===== src/rtl/apwm_pkg.sv =====
package apwm_pkg;
  // word index of each register (byte offset / 4)
  typedef enum logic [2:0] {
    IDX_CTRL = 3'd0,
    IDX_APER = 3'd1,
    IDX_ACMP = 3'd2,
    IDX_SPER = 3'd3,
    IDX_SCMP = 3'd4
  } reg_idx_e;

  localparam int unsigned CTRL_W    = 16;
  localparam int unsigned CTRL_RUN  = 0;
  localparam int unsigned CTRL_MODE = 1;
  localparam int unsigned CTRL_POL  = 2;
endpackage


===== src/rtl/apwm_regs.sv =====
module apwm_regs
  import apwm_pkg::*;
#(
  parameter int unsigned DATA_W = 32,
  parameter int unsigned ADDR_W = 5
) (
  input  logic              clk,
  input  logic              rst_n,
  input  logic              wr_en,
  input  logic              rd_en,
  input  logic [ADDR_W-1:0] addr,
  input  logic [DATA_W-1:0] wdata,
  input  logic              size_half,
  input  logic              wrap,
  output logic [DATA_W-1:0] rdata,
  output logic              run,
  output logic              mode,
  output logic              pol,
  output logic [DATA_W-1:0] aper,
  output logic [DATA_W-1:0] acmp,
  output logic [1:0]        pend_vec
);
  localparam int unsigned HALF_W = DATA_W / 2;
  localparam int unsigned IDX_W  = ADDR_W - 2;
  localparam int unsigned NPAIR  = 2;

  logic [IDX_W-1:0] idx;
  logic             hi_sel;
  logic             addr_unused;
  assign idx         = addr[ADDR_W-1:2];
  assign hi_sel      = addr[1];
  assign addr_unused = addr[0];

  function automatic logic [DATA_W-1:0] merge(input logic [DATA_W-1:0] old,
                                              input logic [DATA_W-1:0] nw,
                                              input logic half, input logic hi);
    if (!half)   return nw;
    else if (hi) return {nw[HALF_W-1:0], old[HALF_W-1:0]};
    else         return {old[DATA_W-1:HALF_W], nw[HALF_W-1:0]};
  endfunction

  logic [NPAIR-1:0][DATA_W-1:0] act_vec;
  logic [NPAIR-1:0][DATA_W-1:0] shd_vec;

  // live / staged pairs: index 0 = period, 1 = compare
  generate
    for (genvar k = 0; k < NPAIR; k++) begin : g_pair
      localparam logic [IDX_W-1:0] ACT_IDX = IDX_W'(IDX_APER) + IDX_W'(k);
      localparam logic [IDX_W-1:0] SHD_IDX = IDX_W'(IDX_SPER) + IDX_W'(k);
      logic [DATA_W-1:0] act_q, act_d, shd_q, shd_d;
      logic              pend_q, pend_d;
      logic              act_en, shd_en, pend_en;
      logic              wr_act, wr_shd;

      assign wr_act = wr_en && (idx == ACT_IDX);
      assign wr_shd = wr_en && (idx == SHD_IDX);

      always_comb begin
        act_d  = act_q;
        act_en = 1'b0;
        if (wr_act) begin
          act_d  = merge(act_q, wdata, size_half, hi_sel);
          act_en = 1'b1;
        end else if (wrap && pend_q) begin
          act_d  = shd_q;
          act_en = 1'b1;
        end
        shd_en  = wr_shd;
        shd_d   = merge(shd_q, wdata, size_half, hi_sel);
        pend_en = wr_shd | wrap;
        pend_d  = wr_shd;
      end

      always_ff @(posedge clk or negedge rst_n) begin
        if (!rst_n) begin
          act_q  <= '0;
          shd_q  <= '0;
          pend_q <= 1'b0;
        end else begin
          if (act_en)  act_q  <= act_d;
          if (shd_en)  shd_q  <= shd_d;
          if (pend_en) pend_q <= pend_d;
        end
      end

      assign act_vec[k]  = act_q;
      assign shd_vec[k]  = shd_q;
      assign pend_vec[k] = pend_q;
    end
  endgenerate

  // control register
  logic [CTRL_W-1:0] ctrl_q, ctrl_d;
  logic              ctrl_en;

  always_comb begin
    ctrl_en = wr_en && (idx == IDX_W'(IDX_CTRL)) && !(size_half && hi_sel);
    ctrl_d  = wdata[CTRL_W-1:0];
  end

  always_ff @(posedge clk or negedge rst_n) begin
    if (!rst_n)       ctrl_q <= '0;
    else if (ctrl_en) ctrl_q <= ctrl_d;
  end

  assign run  = ctrl_q[CTRL_RUN];
  assign mode = ctrl_q[CTRL_MODE];
  assign pol  = ctrl_q[CTRL_POL];
  assign aper = act_vec[0];
  assign acmp = act_vec[1];

  // read path
  logic [DATA_W-1:0] word;
  always_comb begin
    case (idx)
      IDX_W'(IDX_CTRL): word = DATA_W'(ctrl_q);
      IDX_W'(IDX_APER): word = act_vec[0];
      IDX_W'(IDX_ACMP): word = act_vec[1];
      IDX_W'(IDX_SPER): word = shd_vec[0];
      IDX_W'(IDX_SCMP): word = shd_vec[1];
      default:          word = '0;
    endcase
    if (!rd_en)         rdata = '0;
    else if (size_half) rdata = hi_sel ? DATA_W'(word[DATA_W-1:HALF_W])
                                       : DATA_W'(word[HALF_W-1:0]);
    else                rdata = word;
  end
endmodule


===== src/rtl/apwm_timebase.sv =====
module apwm_timebase #(
  parameter int unsigned CNT_W = 32
) (
  input  logic             clk,
  input  logic             rst_n,
  input  logic             run,
  input  logic [CNT_W-1:0] period,
  output logic [CNT_W-1:0] cnt,
  output logic             wrap
);
  logic [CNT_W-1:0] cnt_q, cnt_d;
  logic [CNT_W:0]   next_ext;

  always_comb begin
    next_ext = {1'b0, cnt_q} + {{CNT_W{1'b0}}, 1'b1};
    wrap     = run && (next_ext >= {1'b0, period});
    cnt_d    = wrap ? '0 : next_ext[CNT_W-1:0];
  end

  always_ff @(posedge clk or negedge rst_n) begin
    if (!rst_n)   cnt_q <= '0;
    else if (run) cnt_q <= cnt_d;
  end

  assign cnt = cnt_q;
endmodule


===== src/rtl/apwm_outstage.sv =====
module apwm_outstage #(
  parameter int unsigned CNT_W = 32
) (
  input  logic             clk,
  input  logic             rst_n,
  input  logic             mode,
  input  logic             pol,
  input  logic [CNT_W-1:0] cnt,
  input  logic [CNT_W-1:0] cmp,
  output logic             pwm_out
);
  logic out_q, out_d, below;

  always_comb begin
    below = cnt < cmp;
    out_d = mode & (below ^ pol);
  end

  always_ff @(posedge clk or negedge rst_n) begin
    if (!rst_n) out_q <= 1'b0;
    else        out_q <= out_d;
  end

  assign pwm_out = out_q;
endmodule


===== src/rtl/apwm_dbuf.sv =====
module apwm_dbuf #(
  parameter int unsigned DATA_W = 32,
  parameter int unsigned ADDR_W = 5
) (
  input  logic              clk,
  input  logic              rst_n,
  input  logic              wr_en,
  input  logic              rd_en,
  input  logic [ADDR_W-1:0] addr,
  input  logic [DATA_W-1:0] wdata,
  input  logic              size_half,
  output logic [DATA_W-1:0] rdata,
  output logic              pwm_out
);
  localparam int unsigned CNT_W = DATA_W;

  logic              run, mode, pol, wrap;
  logic [DATA_W-1:0] aper, acmp;
  logic [CNT_W-1:0]  cnt;
  logic [1:0]        pend_vec;

  apwm_regs #(.DATA_W(DATA_W), .ADDR_W(ADDR_W)) u_regs (
    .clk(clk), .rst_n(rst_n), .wr_en(wr_en), .rd_en(rd_en), .addr(addr),
    .wdata(wdata), .size_half(size_half), .wrap(wrap), .rdata(rdata),
    .run(run), .mode(mode), .pol(pol), .aper(aper), .acmp(acmp),
    .pend_vec(pend_vec)
  );

  apwm_timebase #(.CNT_W(CNT_W)) u_tb (
    .clk(clk), .rst_n(rst_n), .run(run), .period(aper), .cnt(cnt), .wrap(wrap)
  );

  apwm_outstage #(.CNT_W(CNT_W)) u_out (
    .clk(clk), .rst_n(rst_n), .mode(mode), .pol(pol), .cnt(cnt), .cmp(acmp),
    .pwm_out(pwm_out)
  );
endmodule


===== config.mk =====
export PLATFORM = sky130hd
export DESIGN_NAME = apwm_dbuf
export DESIGN_NICKNAME = d
export VERILOG_FILES = /design/src/rtl/apwm_pkg.sv /design/src/rtl/apwm_regs.sv /design/src/rtl/apwm_timebase.sv /design/src/rtl/apwm_outstage.sv /design/src/rtl/apwm_dbuf.sv
export SDC_FILE = /design/constraint.sdc
export NUM_CORES = 1
export LEC_CHECK = 0
export BUFFER_PORTS_ARGS = -buffer_cell sky130_fd_sc_hd__buf_2
export CORE_ASPECT_RATIO = 1.1
export CORE_UTILIZATION = 41
export DETAILED_ROUTE_END_ITERATION = 10
export PLACE_DENSITY = 0.66
export SKIP_CTS_REPAIR_TIMING = 1
export SYNTH_ARGS = -nofsm -noshare
export SYNTH_HDL_FRONTEND = slang
export SYNTH_SLANG_ARGS = --single-unit

===== constraint.sdc =====
create_clock -name clk -period 5.45 [get_ports clk]
set_input_delay 0.2725 -clock clk [delete_from_list [all_inputs] [get_ports clk]]
set_output_delay 0.2725 -clock clk [all_outputs]
set_load 0.02 [all_outputs]

==> impl_metrics.sql <==
INSERT INTO impl_metrics (metric_group, metric, value, unit) VALUES
('critical_path', 'critical_path_buf_inv_count', '1', ''),
('synth', 'yosysMostFrequentCell', 'sky130_fd_sc_hd__dfrtp_1', ''),
('power', 'power.total', '0.00415', 'W'),
('status', 'result_of_the_run', 'complete, no violations', ''),
('global_route', 'antenna_found_initial', '0', ''),
('global_route', 'vias_in_the_first_global_route', '8835', ''),
('timing', 'fin_ws', '644', 'ps'),
('timing', 'setup_violations', '0', ''),
('global_route', 'grt_pass1_wl', '52200', 'µm'),
('power', 'leakagePower', '5.75', 'nW'),
('global_route', 'grt_use_total', '0.254', ''),
('synth', 'post_synth.cell_area_avg', '9.70', 'µm²'),
('floorplan', 'boundaryPins', '75', ''),
('cts', 'htree_num_levels', '4', ''),
('floorplan', 'placeableCoreArea', '0.0261', 'mm²'),
('synth', 'share_of_synthesized_area_occupied_by_flip_flops_and_latches', '0.411', ''),
('critical_path', 'startpoint_type', 'flip-flop', ''),
('cts', 'cts_num_sinks', '179', ''),
('hold_path', 'timing.hold.worst.class', 'input pin to flip-flop', ''),
('cts', 'tritoncts', 'built', ''),
('synth', 'postSynth.topFlopCell', 'sky130_fd_sc_hd__dfrtp_1', ''),
('timing', 'timing.final.hold_violations', '0', ''),
('floorplan', 'die_area', '0.0272', 'mm²'),
('synth', 'mappedNetlistArea', '0.0109', 'mm²'),
('routing', 'vias', '9089', ''),
('critical_path', 'crit_cells', '15', ''),
('routing', 'drc_errors', '0', ''),
('synth', 'post_synth_main_area_contributors', 'sky130_fd_sc_hd__dfrtp_1, sky130_fd_sc_hd__ha_1, sky130_fd_sc_hd__mux2_2, sky130_fd_sc_hd__mux2i_1, sky130_fd_sc_hd__a21oi_1', ''),
('critical_path', 'arrival', '5170', 'ps'),
('synth', 'synth.lib_cells_used.distinct', '54', ''),
('floorplan', 'placement_rows', '62', ''),
('timing', 'setup_repair_after_global_routing_missed_its_margin', 'false', ''),
('routing', 'wirelength', '33200', 'µm'),
('hold_path', 'worstHoldPathCells', '2', ''),
('timing', 'tns', '0', 'ps'),
('synth', 'synth_top_cell_area_share', '0.411', ''),
('placement', 'place_ws', '676', 'ps'),
('critical_path', 'cp_cell_sequence', 'nand4_2 > nor4_2 > buf_4 > and2_1 > nand3_1 > nor2_1 > xor2_1 > ha_1 > a21oi_1 > a21boi_0 > o31a_1 > a211oi_1 > nand3_1 > nor2_1 > a22o_1', ''),
('placement', 'detailed_place_hpwl', '23700', 'µm'),
('floorplan', 'die_height', '173', 'µm'),
('power', 'power_density', '341', 'mW/mm²'),
('floorplan', 'start_util', '0.417', ''),
('timing', 'headroom_to_the_max_slew_limit', '0.177', ''),
('routing', 'ant_nets', '0', ''),
('timing', 'worst_slew_pin_slew', '1230', 'ps'),
('synth', 'synth_common_cells', 'sky130_fd_sc_hd__dfrtp_1, sky130_fd_sc_hd__nor2_1, sky130_fd_sc_hd__a21oi_1, sky130_fd_sc_hd__nand2_1, sky130_fd_sc_hd__inv_1', ''),
('synth', 'synth.ff_latch_count', '179', ''),
('cts', 'clockBufferDepth', '2', ''),
('power', 'power.ir.vdd_worst', '0.000223', 'V'),
('critical_path', 'path_class', 'flip-flop to flip-flop', ''),
('routing', 'wl_per_cell', '21.6', 'µm'),
('critical_path', 'critPathRequiredTime', '5810', 'ps'),
('timing', 'clock-skew-final', '14.7', 'ps'),
('timing', 'finalCritPeriodShare', '0.882', ''),
('synth', 'ys.warnings.count', '0', ''),
('job', 'drv.max_cap_violation_count', '0', ''),
('synth', 'postSynthCellCount', '1124', ''),
('routing', 'first_iter_violations', '868', ''),
('placement', 'place.port_buffers', '73', ''),
('critical_path', 'critical-path-slowest-cell', 'sky130_fd_sc_hd__nor2_1', ''),
('placement', 'final_wtd_congestion', '0.959', ''),
('timing', 'timing.hold.ws', '162', 'ps'),
('timing', 'maxSlewViolCount', '0', ''),
('finish', 'antenna_cells_inserted', '0', ''),
('critical_path', 'worst_r2r_path_depth', '15', ''),
('routing', 'drt_pass1_iterations', '6', ''),
('cts', 'clkLatencyLatePin', '440', 'ps'),
('cts', 'worst_setup_hold_path_clk_slew', '80', 'ps'),
('synth', 'ys_async_sr_fraction', '1.00', ''),
('global_route', 'grt_remaining_overflow', '0', ''),
('critical_path', 'cp_slowest_stage_delay', '870', 'ps');
cell usage in the layout (no fill, tap or decap), types with 5 or more instances in the layout:
cell | netlist | final
sky130_fd_sc_hd__nand4_1 | 17 | 17
sky130_fd_sc_hd__a221oi_1 | 20 | 20
sky130_fd_sc_hd__a21oi_1 | 74 | 74
sky130_fd_sc_hd__o21ai_0 | 51 | 51
sky130_fd_sc_hd__mux2i_1 | 48 | 48
sky130_fd_sc_hd__nor3_1 | 11 | 10
sky130_fd_sc_hd__nor2_1 | 90 | 90
sky130_fd_sc_hd__a211oi_1 | 21 | 21
sky130_fd_sc_hd__or2_2 | 35 | 35
sky130_fd_sc_hd__mux2_2 | 48 | 48
sky130_fd_sc_hd__ha_1 | 64 | 64
sky130_fd_sc_hd__o22ai_1 | 9 | 9
sky130_fd_sc_hd__xnor2_1 | 20 | 20
sky130_fd_sc_hd__clkbuf_16 | 0 | 17
sky130_fd_sc_hd__o211ai_1 | 5 | 5
sky130_fd_sc_hd__inv_1 | 69 | 69
sky130_fd_sc_hd__and2_1 | 5 | 5
sky130_fd_sc_hd__buf_2 | 6 | 72
sky130_fd_sc_hd__buf_4 | 1 | 25
sky130_fd_sc_hd__a21o_1 | 14 | 14
sky130_fd_sc_hd__inv_8 | 0 | 6
sky130_fd_sc_hd__o2bb2ai_1 | 19 | 19
sky130_fd_sc_hd__inv_6 | 0 | 5
sky130_fd_sc_hd__nand2_1 | 74 | 74
sky130_fd_sc_hd__a22oi_1 | 6 | 6
sky130_fd_sc_hd__a22o_1 | 32 | 32
sky130_fd_sc_hd__and3_1 | 6 | 6
sky130_fd_sc_hd__nand2b_1 | 7 | 7
sky130_fd_sc_hd__o221a_2 | 31 | 31
sky130_fd_sc_hd__dfrtp_1 | 179 | 179
sky130_fd_sc_hd__nand3_1 | 28 | 28
sky130_fd_sc_hd__xor2_1 | 10 | 10
sky130_fd_sc_hd__nor2b_1 | 24 | 24
layer usage:
layer | wire [µm] | vias to the layer above | track usage
met4 | 758 | 0 | 0.0773
met3 | 2400 | 48 | 0.0449
met2 | 15100 | 386 | 0.378
met5 | 0 | - | 0
li1 | - | 4181 | -
met1 | 15000 | 4474 | 0.373
metrics by stage:
stage	instance area, µm²	cells
CTS	12200	1536
floorplan	10900	1124
global placement	11600	1504
global route	12200	1537
detailed placement	11600	1504
finish	12200	1537
flip-flops by register name (all words and copies together), names as in the netlist:
signal                flops
u_regs.g_pair.shd_q      64
u_regs.aper              32
u_out.pwm_out             1
u_tb.cnt                 32
u_regs.g_pair.pend_q      2
u_regs.acmp              32
u_regs.ctrl_q            16
where the power goes:
group / total (W) / switching, W / internal (W)
logic: 0.00107 / 0.000626 / 0.000440
clock network: 0.00124 / 0.000616 / 0.000619
registers: 0.00185 / 0.000237 / 0.00161
total: 0.00415 / 0.00148 / 0.00267
path summary, 6_finish.rpt:
check	start	end	slack, ps
setup / recovery	u_tb.cnt[6]$_DFFE_PN0P_	u_tb.cnt[16]$_DFFE_PN0P_	640
hold / removal	wdata[12]	u_regs.ctrl_q[12]$_DFFE_PN0P_	160
max in group asynchronous	rst_n	u_regs.acmp[25]$_DFFE_PN0P_	3790
hold reg to reg	u_regs.g_pair[0].pend_q$_DFFE_PN0P_	u_regs.g_pair[0].pend_q$_DFFE_PN0P_	500
min in group asynchronous	rst_n	u_regs.ctrl_q[5]$_DFFE_PN0P_	350
setup reg to reg	u_tb.cnt[6]$_DFFE_PN0P_	u_tb.cnt[16]$_DFFE_PN0P_	640
area by class of cell:
type / instances / area, µm²
fillers: 2471 / 14000
multi-input cells: 805 / 5850
flip-flops and latches: 179 / 4480
repair buffers: 99 / 569
well taps: 352 / 440
clock buffers: 18 / 429
inverters: 70 / 263
clock inverters: 14 / 153
logic make-up after synthesis:
family                     count (synthesis)  share of synthesized area
AOI/OAI and AO/OA                        300                      0.197
xor gates and xnor gates                  30                     0.0241
adders and majority gates                 64                     0.0735
buffers and inverters                    140                     0.0527
DFF                                      179                      0.411
muxes                                    100                      0.102
and+or+nand+nor                          311                      0.139
worst reg2reg max path, delay by kind of cell (launching register included):
family	cells	cell delay [ps]
AND/OR/NAND/NOR	7	2430
XOR/XNOR	1	170
AO/OA/AOI/OAI	5	1180
flip-flops	1	500
adder cells (fa/ha/maj)	1	270
buffers and inverters	1	190
No activity file was read; power rests on OpenSTA's default activity.
